## src/rtl/fft_load_pkg.sv

```systemverilog
package fft_load_pkg;

  // Control-to-datapath strobes for one clock cycle.
  typedef struct packed {
    logic wr;     // accept the current sample
    logic last;   // this sample completes the load count
  } ctlStrb_t;

  typedef enum logic [1:0] {
    OVL_NONE = 2'd0,
    OVL_HALF = 2'd1,
    OVL_QTR  = 2'd2,
    OVL_ALT  = 2'd3
  } ovlSel_t;

endpackage

```

## src/rtl/fft_load_cfg.sv

```systemverilog
module fft_load_cfg #(
  parameter int MIN_LOG2 = 6,
  parameter int MAX_LOG2 = 10,
  parameter int OVL_MAX_LOG2 = 8,
  localparam int ADDR_W = MAX_LOG2,
  localparam int LOG_W = $clog2(MAX_LOG2 + 1)
) (
  input  logic [1:0]        lenCode,
  input  logic [1:0]        ovlCode,
  output logic [ADDR_W-1:0] blkMask,
  output logic [ADDR_W-1:0] stepLast,
  output logic              isLongest
);
  import fft_load_pkg::*;

  logic [LOG_W-1:0] lenLog2;
  logic [ADDR_W:0]  fullLen;
  logic [ADDR_W:0]  stepLen;
  logic [1:0]       shiftAmt;
  logic             ovlOk;
  ovlSel_t          ovlSel;

  always_comb begin
    ovlSel    = ovlSel_t'(ovlCode);
    isLongest = (lenCode == 2'd3);
    lenLog2   = isLongest ? LOG_W'(MAX_LOG2) : (LOG_W'(MIN_LOG2) + LOG_W'(lenCode));
    fullLen   = (ADDR_W + 1)'(1) << lenLog2;
    ovlOk     = (lenLog2 <= LOG_W'(OVL_MAX_LOG2));
    unique case (ovlSel)
      OVL_HALF: shiftAmt = ovlOk ? 2'd1 : 2'd0;
      OVL_QTR:  shiftAmt = ovlOk ? 2'd2 : 2'd0;
      default:  shiftAmt = 2'd0;
    endcase
    stepLen  = fullLen >> shiftAmt;
    blkMask  = ADDR_W'(fullLen - (ADDR_W + 1)'(1));
    stepLast = ADDR_W'(stepLen - (ADDR_W + 1)'(1));
  end

endmodule

```

## src/rtl/fft_load_seq.sv

```systemverilog
module fft_load_seq
  import fft_load_pkg::*;
(
  input  logic     clk,
  input  logic     rstN,
  input  logic     sampleStrobe,
  input  logic     loadEnN,
  input  logic     levelMode,
  input  logic     dumpAck,
  input  logic     isLongest,
  input  logic     lastHit,
  output ctlStrb_t strb,
  output logic     waitDump,
  output logic     loadActive,
  output logic     xformStart
);

  logic prevEnN;
  logic running;
  logic fallSeen;
  logic startNow;
  logic gateOpen;
  logic accept;
  logic complete;

  always_comb begin
    fallSeen = prevEnN & ~loadEnN;
    startNow = ~levelMode & fallSeen & ~running & ~waitDump;
    gateOpen = levelMode ? ~loadEnN : (running | startNow);
    accept   = sampleStrobe & gateOpen & ~waitDump;
    complete = accept & lastHit;
    strb.wr   = accept;
    strb.last = complete;
  end

  always_ff @(posedge clk or negedge rstN) begin
    if (!rstN) begin
      prevEnN    <= 1'b0;
      running    <= 1'b0;
      waitDump   <= 1'b0;
      loadActive <= 1'b0;
      xformStart <= 1'b0;
    end else begin
      prevEnN    <= loadEnN;
      xformStart <= complete;
      if (complete) running <= 1'b0;
      else if (startNow) running <= 1'b1;
      if (complete && isLongest) waitDump <= 1'b1;
      else if (dumpAck) waitDump <= 1'b0;
      if (accept) loadActive <= ~complete;
    end
  end

  AST_EDGE_NO_GATE: assert property (@(posedge clk) disable iff (!rstN)
    running && !levelMode && sampleStrobe && !waitDump |=> loadActive || xformStart);

  AST_STALL_ENTRY: assert property (@(posedge clk) disable iff (!rstN)
    xformStart && isLongest |-> waitDump);

endmodule

```

## src/rtl/fft_load_path.sv

```systemverilog
module fft_load_path
  import fft_load_pkg::*;
#(
  parameter int ADDR_W = 10
) (
  input  logic              clk,
  input  logic              rstN,
  input  ctlStrb_t          strb,
  input  logic [ADDR_W-1:0] blkMask,
  input  logic [ADDR_W-1:0] stepLast,
  output logic              lastHit,
  output logic              memWrEn,
  output logic [ADDR_W-1:0] memWrAddr
);

  logic [ADDR_W-1:0] wrPtr;
  logic [ADDR_W-1:0] sampleCnt;

  assign lastHit = (sampleCnt == stepLast);

  always_ff @(posedge clk or negedge rstN) begin
    if (!rstN) begin
      wrPtr     <= '0;
      sampleCnt <= '0;
      memWrEn   <= 1'b0;
      memWrAddr <= '0;
    end else begin
      memWrEn <= strb.wr;
      if (strb.wr) begin
        memWrAddr <= wrPtr & blkMask;
        wrPtr     <= (wrPtr + 1'b1) & blkMask;
        sampleCnt <= strb.last ? '0 : sampleCnt + 1'b1;
      end
    end
  end

  AST_CNT_BOUND: assert property (@(posedge clk) disable iff (!rstN)
    sampleCnt <= stepLast);

  AST_PTR_IN_BLOCK: assert property (@(posedge clk) disable iff (!rstN)
    (wrPtr & ~blkMask) == '0);

endmodule

```

## src/rtl/fft_load_ctrl.sv

```systemverilog
module fft_load_ctrl
  import fft_load_pkg::*;
#(
  parameter int MIN_LOG2 = 6,
  parameter int MAX_LOG2 = 10,
  parameter int OVL_MAX_LOG2 = 8,
  localparam int ADDR_W = MAX_LOG2
) (
  input  logic              clk,
  input  logic              rstN,
  input  logic              sampleStrobe,
  input  logic              loadEnN,
  input  logic              levelMode,
  input  logic [1:0]        lenCode,
  input  logic [1:0]        ovlCode,
  input  logic              dumpAck,
  output logic              memWrEn,
  output logic [ADDR_W-1:0] memWrAddr,
  output logic              loadActive,
  output logic              xformStart
);

  logic [ADDR_W-1:0] blkMask;
  logic [ADDR_W-1:0] stepLast;
  logic              isLongest;
  logic              lastHit;
  logic              waitDump;
  ctlStrb_t          strb;

  fft_load_cfg #(
    .MIN_LOG2(MIN_LOG2), .MAX_LOG2(MAX_LOG2), .OVL_MAX_LOG2(OVL_MAX_LOG2)
  ) uCfg (
    .lenCode(lenCode), .ovlCode(ovlCode),
    .blkMask(blkMask), .stepLast(stepLast), .isLongest(isLongest)
  );

  fft_load_seq uSeq (
    .clk(clk), .rstN(rstN), .sampleStrobe(sampleStrobe), .loadEnN(loadEnN),
    .levelMode(levelMode), .dumpAck(dumpAck), .isLongest(isLongest),
    .lastHit(lastHit), .strb(strb), .waitDump(waitDump),
    .loadActive(loadActive), .xformStart(xformStart)
  );

  fft_load_path #(.ADDR_W(ADDR_W)) uPath (
    .clk(clk), .rstN(rstN), .strb(strb), .blkMask(blkMask),
    .stepLast(stepLast), .lastHit(lastHit),
    .memWrEn(memWrEn), .memWrAddr(memWrAddr)
  );

  AST_WR_NEEDS_STROBE: assert property (@(posedge clk) disable iff (!rstN)
    memWrEn |-> $past(sampleStrobe));

  AST_LEVEL_GATE: assert property (@(posedge clk) disable iff (!rstN)
    memWrEn && $past(levelMode) |-> !$past(loadEnN));

  AST_ADDR_RANGE: assert property (@(posedge clk) disable iff (!rstN)
    memWrEn |-> (memWrAddr & ~$past(blkMask)) == '0);

  AST_START_WITH_WRITE: assert property (@(posedge clk) disable iff (!rstN)
    xformStart |-> memWrEn);

  AST_ACTIVE_DROP: assert property (@(posedge clk) disable iff (!rstN)
    xformStart |-> !loadActive);

  AST_STALL_NO_WRITE: assert property (@(posedge clk) disable iff (!rstN)
    waitDump |=> !memWrEn);

endmodule

```

## config.mk

```make
export PLATFORM = sky130hd
export DESIGN_NAME = fft_load_ctrl
export DESIGN_NICKNAME = d
export VERILOG_FILES = /design/src/rtl/fft_load_pkg.sv /design/src/rtl/fft_load_cfg.sv /design/src/rtl/fft_load_seq.sv /design/src/rtl/fft_load_path.sv /design/src/rtl/fft_load_ctrl.sv
export SDC_FILE = /design/constraint.sdc
export NUM_CORES = 1
export LEC_CHECK = 0
export BUFFER_PORTS_ARGS = -buffer_cell sky130_fd_sc_hd__buf_2
export CAP_MARGIN = 20
export CORE_MARGIN = 2
export CORE_UTILIZATION = 50
export DETAILED_ROUTE_END_ITERATION = 10
export HOLD_SLACK_MARGIN = 0.08
export PLACE_DENSITY_LB_ADDON = 0.15
export REMOVE_ABC_BUFFERS = 1
export SLEW_MARGIN = 20
export SYNTH_ARGS = -nofsm -noshare
export SYNTH_HDL_FRONTEND = slang
export SYNTH_SLANG_ARGS = --single-unit
```

## constraint.sdc

```tcl
create_clock -name clk -period 2.5 [get_ports clk]
set_clock_uncertainty 0.1 [all_clocks]
set_input_delay 0.125 -clock clk [delete_from_list [all_inputs] [get_ports clk]]
set_output_delay 0.125 -clock clk [all_outputs]
set_load 0.05 [all_outputs]
```

### After elaboration in Yosys (flattened, before gate mapping)

Index checks and enable logic that the tools add are counted.

* bitwise logic cells: 15
* equal/unequal tests: 4
* reductions and logical operators: 3
* $add $sub $neg: 5
* shift operators: 2
* muxes and demuxes: 10
* $lt $le $gt $ge: 1

Operators by type and width (count)
* adder 10 x 1 -> 10 bit (second input constant): 2
* AND 10 bit: 2
* subtractor 10 x 1 -> 10 bit (second input constant): 2
* left shift 1 x 4 -> 11 bit (first input constant): 1
* right shift 11 x 2 -> 10 bit: 1
* == test 10 bit: 1
* two-way mux 10 bit: 1
* AND 1 bit: 7
* two-way mux 1 bit: 6
* inverter 1 bit: 5
* adder 3 x 2 -> 4 bit (first input constant): 1
* == test 2 bit (second input constant): 2
* less-or-equal comparator 4 bit (second input constant): 1
* two-way mux 4 bit: 1
* case mux 2 bit (2 select lines): 1
* nonzero test 2 bit: 2
* == test 2 x 1 -> 1 bit (second input constant): 1
* two-way mux 2 bit: 1
* logical AND 1 bit: 1
* OR 1 bit: 1

* bits in registers: 36
* logic and storage cells: 49
* input port bits: 10
* output and inout port bits: 13

### Longest topological paths before layout

Gate-level depths: netlist of run 1.

* depth in word-level cells: 12
* mapped depth: 10
* depth with buffers taken out: 8

### By module

From an unflattened synthesis of run 1, not the netlist that was laid out.

* cell total of the unflattened synthesis: 227
* area total of the unflattened synthesis: 2137.0 um^2

Modules (own cells, without submodules)
* fft_load_path: cells each 167, area an instance 1619.1 um^2, seq. area each 775.7 um^2, times used 1
* fft_load_cfg: cells each 41, area an instance 282.8 um^2, seq. area each 0.0 um^2, times used 1
* fft_load_seq: cells each 19, area an instance 235.2 um^2, seq. area each 125.1 um^2, times used 1

### Worst setup path after synthesis of run 1

OpenSTA, ideal clock, no wires.

* path kind: input -> register
* start: in ovlCode[0]
* end: reg uPath.sampleCnt[4]
* cell stages on the path: 10
* arrival: 1.878 ns
* path slack: 0.401 ns
* buffers on the path: 2
* required time: 2.279 ns
* setup time: 0.121 ns
* path through: inv_1 -> ha_1 -> nand2b_1 -> buf_4 -> a31oi_1 -> a31oi_1 -> a211o_1 -> nor4_4 -> buf_6 -> nor3_1

* longest elaborated chain between the ends: 7
* elaborated cells on any way between the ends: 8
* classes of those cells: add/sub (1); eq/ne (3); shift (1); mux (2); bitwise (1)

Ends and longest elaborated chain
* from (decl): RTL line fft_load_ctrl.sv:15 `input logic [1:0] ovlCode,`
* == test 2 bit / == test 2 x 1 -> 1 bit (equally long branches): RTL line fft_load_cfg.sv:29 `unique case (ovlSel)`
* case mux 2 bit (2 select lines) *: RTL line fft_load_cfg.sv:29
* right shift 11 x 2 -> 10 bit *: RTL line fft_load_cfg.sv:34 `stepLen = fullLen >> shiftAmt;`
* subtractor 10 x 1 -> 10 bit *: RTL line fft_load_cfg.sv:36 `stepLast = ADDR_W'(stepLen - (ADDR_W + 1)'(1));`
* == test 10 bit *: RTL line fft_load_path.sv:19 `assign lastHit = (sampleCnt == stepLast);`
* AND 1 bit *: RTL line fft_load_seq.sv:31 `complete = accept & lastHit;`
* via uSeq.complete: RTL line fft_load_seq.sv:24 `logic complete;`
* two-way mux 10 bit *: RTL line fft_load_path.sv:32 `sampleCnt <= strb.last ? '0 : sampleCnt + 1'b1;`
* to (signal assigned): RTL line fft_load_path.sv:32
* to (decl): RTL line fft_load_path.sv:17 `logic [ADDR_W-1:0] sampleCnt;`

Mark *: on every way through the listed nets, which the timed path passes. The rest lies on a longest branch.
A chain may end at the register's enable or synchronous reset.

### Worst setup path in the final report of run 1

* start: in lenCode[1]
* end: reg uSeq.waitDump

* longest elaborated chain between the ends: 11
* elaborated cells on any way between the ends: 15
* classes of those cells: add/sub (2); order compare (1); eq/ne (2); shift (2); mux (5); bitwise (1); reduce/logical (2)

Ends and longest elaborated chain
* from (decl): RTL line fft_load_ctrl.sv:14 `input logic [1:0] lenCode,`
* adder 3 x 2 -> 4 bit / == test 2 bit (equally long branches): RTL line fft_load_cfg.sv:26, fft_load_cfg.sv:25
* two-way mux 4 bit: RTL line fft_load_cfg.sv:26 `lenLog2 = isLongest ? LOG_W'(MAX_LOG2) : (LOG_W'(MIN_LOG2) + LOG_W'(lenCode));`
* less-or-equal comparator 4 bit: RTL line fft_load_cfg.sv:28 `ovlOk = (lenLog2 <= LOG_W'(OVL_MAX_LOG2));`
* two-way mux 1 bit / two-way mux 2 bit (equally long branches): RTL line fft_load_cfg.sv:30, fft_load_cfg.sv:31
* case mux 2 bit (2 select lines): RTL line fft_load_cfg.sv:29
* right shift 11 x 2 -> 10 bit: RTL line fft_load_cfg.sv:34
* subtractor 10 x 1 -> 10 bit: RTL line fft_load_cfg.sv:36
* == test 10 bit: RTL line fft_load_path.sv:19
* AND 1 bit: RTL line fft_load_seq.sv:31
* logical AND 1 bit *: RTL line fft_load_seq.sv:48 `if (complete && isLongest) waitDump <= 1'b1;`
* two-way mux 1 bit / nonzero test 2 bit (equally long branches)
* to (signal assigned): RTL line fft_load_seq.sv:40 `waitDump <= 1'b0;`
* to (signal assigned): RTL line fft_load_seq.sv:48
* to (signal assigned): RTL line fft_load_seq.sv:49 `else if (dumpAck) waitDump <= 1'b0;`
* to (decl): RTL line fft_load_seq.sv:13 `output logic waitDump,`

Every way passes the cells marked *; elsewhere a longest branch is shown, timed or not.

==> results of run 1 <==
==> per-layer routing <==
| metal | part of all wire, % | global-route usage (%) |
|---|---|---|
| met1 | 44 | 25.1 |
| met5 | 0 | 0 |
| met4 | 1.8 | 11.5 |
| met3 | 6.2 | 4.09 |
| met2 | 48 | 36.0 |
==> logic make-up after synthesis <==
logic type	Yosys count
buffers and inverters	17
adder cells (fa/ha/maj)	6
XOR/XNOR	17
AO/OA/AOI/OAI	35
flip-flops	36
other	1
multiplexers	1
AND/OR/NAND/NOR	92
==> metrics by stage <==
step,instances,setup slack [ns],utilization [%],hold slack (ns)
2_1_floorplan,199,-0.379,-,-0.271
3_3_place_gp,272,0.269,56.6,0.140
3_5_place_dp,272,0.162,56.6,0.153
4_1_cts,285,0.214,60.5,0.147
5_1_grt,285,0.0218,60.5,0.212
6_report,285,0.227,60.5,0.152
==> worst register-to-register path, cell delays in order, from the launching register on <==
cell	delay (ns)
dfrtp_1	0.41
xor2_1	0.09
a211oi_1	0.27
nand4_1	0.12
or3b_1	0.43
nor4_4	0.22
buf_4	0.23
a22o_1	0.15
==> state kept, by name, indices dropped and copies added, names as in the netlist <==
| signal | cells |
|---|---|
| uPath.memWrEn | 1 |
| uSeq.prevEnN | 1 |
| uPath.sampleCnt | 10 |
| uPath.memWrAddr | 10 |
| uSeq.waitDump | 1 |
| uSeq.xformStart | 1 |
| uPath.wrPtr | 10 |
| uSeq.loadActive | 1 |
| uSeq.running | 1 |
==> power by group through the flow <==
| stage | clock network (mW) | logic (mW) | registers (mW) |
|---|---|---|---|
| 3_5_place_dp | 0 | 0.414 | 0.814 |
| 6_report | 0.432 | 0.418 | 0.805 |
| 2_1_floorplan | 0 | 0.220 | 0.879 |
| 3_3_place_gp | 0 | 0.404 | 0.809 |
| 5_1_grt | 0.467 | 0.474 | 0.826 |
| 4_1_cts | 0.444 | 0.423 | 0.805 |
==> cells in the mapped netlist (all sizes together) (4+ instances only) <==
cell type | number | share of area, %
a31oi | 4 | 1.3
nand2 | 35 | 6.9
nor3 | 5 | 1.3
nand2b | 5 | 1.6
dfrtp | 36 | 47
xor2 | 9 | 4.1
o21ai | 15 | 3.9
xnor2 | 8 | 3.7
clkbuf | 6 | 1.2
nor2 | 13 | 2.6
and4 | 4 | 1.8
inv | 8 | 1.6
nand4 | 5 | 1.6
nor2b | 5 | 1.6
a21oi | 5 | 1.3
nand3 | 9 | 2.4
ha | 6 | 3.9
==> final timing paths <==
kind	slack [ns]	startpoint	depth (start not counted)	endpoint
setup reg to reg	0.41	uPath.sampleCnt[2]	7	uSeq.waitDump
hold reg to reg	0.36	uPath.memWrAddr[2]	2	uPath.memWrAddr[2]
min in group asynchronous	0.34	rstN	2	uPath.memWrAddr[9]
hold / removal	0.15	lenCode[0]	3	uPath.wrPtr[6]
max in group asynchronous	1.46	rstN	2	uPath.sampleCnt[9]
setup / recovery	0.23	lenCode[1]	9	uSeq.waitDump
==> area by class of cell <==
type	instances	share of cell area [%]
Clock inverter	1	0.339
Sequential cell	36	40.7
Multi-Input combinational cell	155	42.8
Timing Repair Buffer	30	8.25
Inverter	8	1.36
Tap cell	48	2.71
Clock buffer	7	3.90
==> out/qor.csv, run 1 <==
stage,metric,value,unit
outcome,status,completed,
detailed_routing,drtIter0Drc,64,
detailed_routing,wl_per_cell,13.3,um
cells_and_area,multiInputGateArea,947,sq um
grt,grt_pass1_wl,6820,um
cells_and_area,antenna_cells,0,
cells_and_area,drive_gt1_share,14.8,%
timing,drv_slew,0,
synthesis,synth_cell_types,39,
cts,cts_buffers,5,
detailed_routing,first_pass_iters,4,
power_and_ir_drop,ir_drop,0.426,mV
power_and_ir_drop,intPower,1.07,mW
critical_path,critPathRequiredTime,2.63,ns
timing,finalCriticalPeriod,2.27,ns
power_and_ir_drop,power,1.65,mW
cts,cts_root_buf,clkbuf_8,
timing,relSlewSlack,48.2,%
synthesis,synth_edf_count,0,
detailed_routing,drt_wl_total,3790,um
cells_and_area,fillers,321,
cts,postCtsHoldBufs,5,
timing,hold_viol,0,
synthesis,ys_warn_count,0,
detailed_routing,dr_total_vias,1534,
cells_and_area,synthToLayoutAreaGrowth,16.0,%
grt,grt_max_degree,37,
timing,finalCritPeriodShare,90.9,%
synthesis,synthesis.area,1910,sq um
cts,htreeDepth,2,
cells_and_area,layout.nets,252,
detailed_routing,ant_nets,0,
critical_path,critical_path_class,in -> reg,
power_and_ir_drop,p_per_area,747,nW/um^2
cts,post-cts-setup-buffers,0,
critical_path,cp_slowest_cell,dlygate4sd3_1,
die,dieHeight,65.8,um
power_and_ir_drop,combPwrFrac,25.3,%
detailed_routing,via_per_inst,5.38,
grt,grt_pass1_vias,1539,
synthesis,synth_compound_area_share,11.6,%
power_and_ir_drop,power_frac_seq,48.6,%
synthesis,ys_seq_area_share,47.2,%
die,fp.dieW,65.8,um
detailed_routing,drc_errors,0,
synthesis,dominantRegCellSynth,dfrtp_1,
synthesis,muxShareOfSynthArea,0.524,%
power_and_ir_drop,switching_power,0.589,mW
cts,clk-insertion-delay-late,0.29,ns
timing,setup_tns,0,ns
grt,track_usage,21.1,%
cts,cts_resized,0,
power_and_ir_drop,p_clk_share,26.1,%
placement,placed_area,2070,sq um
cells_and_area,final_cell_mix,"36 x dfrtp_1, 35 x nand2_1, 22 x buf_2",
synthesis,synthArstFlopShare,100,%
critical_path,critPathLaunchType,primary input,
power_and_ir_drop,p_leak,1.07,nW
timing,fmax,440,MHz
die,design.portCount,23,
power_and_ir_drop,sw_frac_of_total,35.6,%
synthesis,synth_cells,205,
critical_path,critPathMaxStageDelay,0.52,ns
critical_path,cp.arrival,2.40,ns
synthesis,synth_top_family_by_area,simple AND/OR/NAND/NOR gates,
grt,antenna_found_initial,0,
timing,worst_pin_slew,0.778,ns
critical_path,path_buf_inv,3,
worst_hold_path,hp-class,in -> reg,
timing,rsz0062_at_grt,no,
cells_and_area,register_area,901,sq um
cts,cts_sinks,36,
die,die_area,4330,sq um
synthesis,syn_avg_cell_area,9.31,sq um
synthesis,synthSimpleGateAreaFrac,24.8,%
die,coreArea,3660,sq um
placement,place_congestion,0.807,
placement,io_buffers,22,
critical_path,worstSetupEndpointType,register,
cells_and_area,final_common_cell,dfrtp_1,
timing,setup_viol,0,
cells_and_area,final_cell_area,2210,sq um
synthesis,yosys.area_share.adder,3.93,%
critical_path,crit_chain,dlygate4sd3_1 > buf_2 > nor3b_1 > a211oi_1 > nand4_1 > or3b_1 > nor4_4 > buf_4 > a22o_1,
cts,clock_path_buffers,2,
synthesis,synthXorXnorAreaFrac,7.80,%
synthesis,ys_ff_latch,36,
critical_path,cp_top_family,buffers and inverters,
placement,dp_hpwl,2620,um
die,rows,22,
critical_path,critical_path.max_fanout,13,
cts,path_clk_slew,0.07,ns
grt,grt_overflow,0,
cts,cts_tree,yes,
job,max_cap_violations,0,
die,initial_utilization,52.2,%
Note: power is estimated with default switching activity, not from simulation.
==> run 2, diff against run 1 <==
--- a/config.mk
+++ b/config.mk
@@ -5,13 +5,14 @@
 export SDC_FILE = /design/constraint.sdc
 export NUM_CORES = 1
 export LEC_CHECK = 0
+export ABC_CLOCK_PERIOD_IN_PS = 2500
 export BUFFER_PORTS_ARGS = -buffer_cell sky130_fd_sc_hd__buf_2
 export CAP_MARGIN = 20
 export CORE_MARGIN = 2
 export CORE_UTILIZATION = 50
 export DETAILED_ROUTE_END_ITERATION = 10
 export HOLD_SLACK_MARGIN = 0.08
-export PLACE_DENSITY_LB_ADDON = 0.15
+export PLACE_DENSITY_LB_ADDON = 0.3
 export REMOVE_ABC_BUFFERS = 1
 export SLEW_MARGIN = 20
 export SYNTH_ARGS = -nofsm -noshare
==> run 2 against run 1 <==
Setup slack got worse by 0.16 ns. Register-to-register slack worse by 0.12 ns. Non-clock buffer count grew 3. Count of clock-buffer cells in the layout down 2. Routed wire length decreased by 0.98%. Total power up 5.1%. Critical endpoint is now uPath.sampleCnt[1]. Critical path depth unchanged. Global-route usage decreased by 1.3 points.
==> out/qor.csv, run 2 (same netlist as run 1, synthesis figures left out) <==
stage,metric,value,unit,change
cells_and_area,final_common_cell,dfrtp_1,,unchanged
grt,grt_pass1_vias,1484,,was 1539
timing,setup_viol,0,,unchanged
cts,clk-insertion-delay-late,0.28,ns,was 0.29 ns
cells_and_area,drive_gt1_share,16.3,%,was 14.8%
power_and_ir_drop,p_leak,1.10,nW,was 1.07 nW
detailed_routing,drt_wl_total,3750,um,was 3790 um
detailed_routing,dr_total_vias,1526,,was 1534
grt,grt_pass1_wl,6510,um,was 6820 um
die,rows,22,,unchanged
power_and_ir_drop,combPwrFrac,24.6,%,was 25.3%
critical_path,cp.arrival,2.51,ns,was 2.40 ns
cells_and_area,synthToLayoutAreaGrowth,18.1,%,was 16.0%
timing,drv_slew,0,,unchanged
detailed_routing,drc_errors,0,,unchanged
detailed_routing,drtIter0Drc,77,,was 64
power_and_ir_drop,switching_power,0.597,mW,was 0.589 mW
cts,cts_tree,yes,,unchanged
detailed_routing,first_pass_iters,4,,unchanged
placement,place_congestion,0.765,,was 0.807
worst_hold_path,hp-class,in -> reg,,unchanged
power_and_ir_drop,p_clk_share,29.4,%,was 26.1%
critical_path,worstSetupEndpointType,register,,unchanged
placement,io_buffers,22,,unchanged
power_and_ir_drop,ir_drop,0.489,mV,was 0.426 mV
die,fp.dieW,65.8,um,unchanged
timing,worst_pin_slew,0.792,ns,was 0.778 ns
power_and_ir_drop,sw_frac_of_total,34.4,%,was 35.6%
critical_path,cp_slowest_cell,dlygate4sd3_1,,unchanged
cells_and_area,final_cell_mix,"36 x dfrtp_1, 35 x nand2_1, 22 x buf_2",,unchanged
cells_and_area,layout.nets,255,,was 252
placement,dp_slack,0.0630,ns,was 0.162 ns
die,dieHeight,65.8,um,unchanged
grt,antenna_found_initial,0,,unchanged
grt,track_usage,19.8,%,was 21.1%
critical_path,critical_path.max_fanout,12,,was 13
timing,finalCritPeriodShare,97.4,%,was 90.9%
cts,cts_root_buf,clkbuf_8,,unchanged
critical_path,critPathLaunchType,primary input,,unchanged
cts,clock_path_buffers,2,,unchanged
timing,hold_viol,0,,unchanged
die,initial_utilization,52.2,%,unchanged
cells_and_area,top_regs,"uPath.memWrAddr: 10 flops, uPath.sampleCnt: 10 flops, uPath.wrPtr: 10 flops",,unchanged
cts,path_clk_slew,0.08,ns,was 0.07 ns
timing,rsz0062_at_grt,no,,unchanged
grt,grt_overflow,0,,unchanged
cells_and_area,antenna_cells,0,,unchanged
critical_path,crit_chain,dlygate4sd3_1 > buf_2 > nor3b_1 > a211oi_1 > nand4_1 > or3b_1 > nor4_4 > buf_4 > o21ai_1,,was dlygate4sd3_1 > buf_2 > nor3b_1 > a211oi_1 > nand4_1 > or3b_1 > nor4_4 > buf_4 > a22o_1
outcome,status,completed,,unchanged
timing,finalCriticalPeriod,2.44,ns,was 2.27 ns
critical_path,critPathMaxStageDelay,0.53,ns,was 0.52 ns
power_and_ir_drop,intPower,1.14,mW,was 1.07 mW
cts,cts_buffers,5,,unchanged
placement,dp_hpwl,2590,um,was 2620 um
critical_path,critical_path_class,in -> reg,,unchanged
power_and_ir_drop,p_per_area,771,nW/um^2,was 747 nW/um^2
power_and_ir_drop,power_frac_seq,46.0,%,was 48.6%
grt,grt_max_degree,37,,unchanged
die,coreArea,3660,sq um,unchanged
timing,setup_tns,0,ns,unchanged
detailed_routing,via_per_inst,5.30,,was 5.38
timing,setup_ws,0.0645,ns,was 0.227 ns
critical_path,critPathRequiredTime,2.58,ns,was 2.63 ns
die,die_area,4330,sq um,unchanged
job,max_cap_violations,0,,unchanged
cts,htreeDepth,2,,unchanged
timing,relSlewSlack,47.2,%,was 48.2%
cts,cts_sinks,36,,unchanged
die,design.portCount,23,,unchanged
timing,fmax,411,MHz,was 440 MHz
detailed_routing,wl_per_cell,13.0,um,was 13.3 um
detailed_routing,ant_nets,0,,unchanged
[run 2: power by group through the flow]
stage	registers (mW)	clock network, mW	logic (mW)
final	0.800	0.511	0.428
after global routing	0.820	0.548	0.480
after CTS	0.798	0.525	0.431
after detailed placement	0.809	0	0.423
after global placement	0.806	0	0.411
after floorplan	0.879	0	0.220
[run 2: routing by layer]
| metal | global-route usage [%] | part of all wire (%) | wire length (um) | vias up |
|---|---|---|---|---|
| met5 | 0 | 0 | 0 | - |
| met3 | 4.60 | 3.9 | 145 | 6 |
| met4 | 8.59 | 1.5 | 55 | 0 |
| li1 | - | - | - | 774 |
| met2 | 31.9 | 47 | 1750 | 26 |
| met1 | 25.4 | 48 | 1810 | 720 |
[run 2: path summary, 6_finish.rpt]
kind | start | end | slack [ns] | cells past startpoint
worst min-delay path | lenCode[0] | uPath.wrPtr[6] | 0.13 | 3
worst max-delay path | lenCode[1] | uPath.sampleCnt[1] | 0.06 | 9
worst min register to register | uPath.memWrAddr[2] | uPath.memWrAddr[2] | 0.36 | 2
min in group asynchronous | rstN | uPath.memWrAddr[8] | 0.35 | 2
max in group asynchronous | rstN | uPath.memWrAddr[0] | 1.44 | 2
worst max register to register | uPath.sampleCnt[2] | uPath.sampleCnt[1] | 0.29 | 7
[run 2: stage by stage]
step | utilization, % | instances | power [mW] | hold WS (ns) | area [sq um]
6_report | 61.6 | 288 | 1.74 | 0.133 | 2250
5_1_grt | 61.6 | 288 | 1.85 | 0.162 | 2250
4_1_cts | 61.4 | 287 | 1.75 | 0.126 | 2250
3_5_place_dp | 57.0 | 274 | 1.23 | 0.158 | 2090
3_3_place_gp | 57.0 | 274 | 1.22 | 0.152 | 2090
2_1_floorplan | - | 199 | 1.10 | -0.271 | 1870
[run 2: layout make-up]
class	instances	area (sq um)
well taps	48	60.1
flip-flops and latches	36	901
repair buffers	33	205
clock inverters	3	42.5
inverters	8	30.0
multi-input cells	155	947
fillers	313	1410
clock buffers	5	68.8
[run 2: critical path: cells and delay by family]
kind,cells,cell delay [ns]
AND/OR/NAND/NOR,4,1.02
AO/OA/AOI/OAI,2,0.36
buffers and inverters,3,1.01
[run 2: timing repair]
| item | 4_1_cts | 5_1_grt |
|---|---|---|
| resized for setup | 0 | 0 |
| hold endpoints to repair | 40 | 0 |
| hold buffers | 5 | 0 |
| endpoints found under the setup margin | 0 | 1 |
| buffers inserted | 0 | 1 |
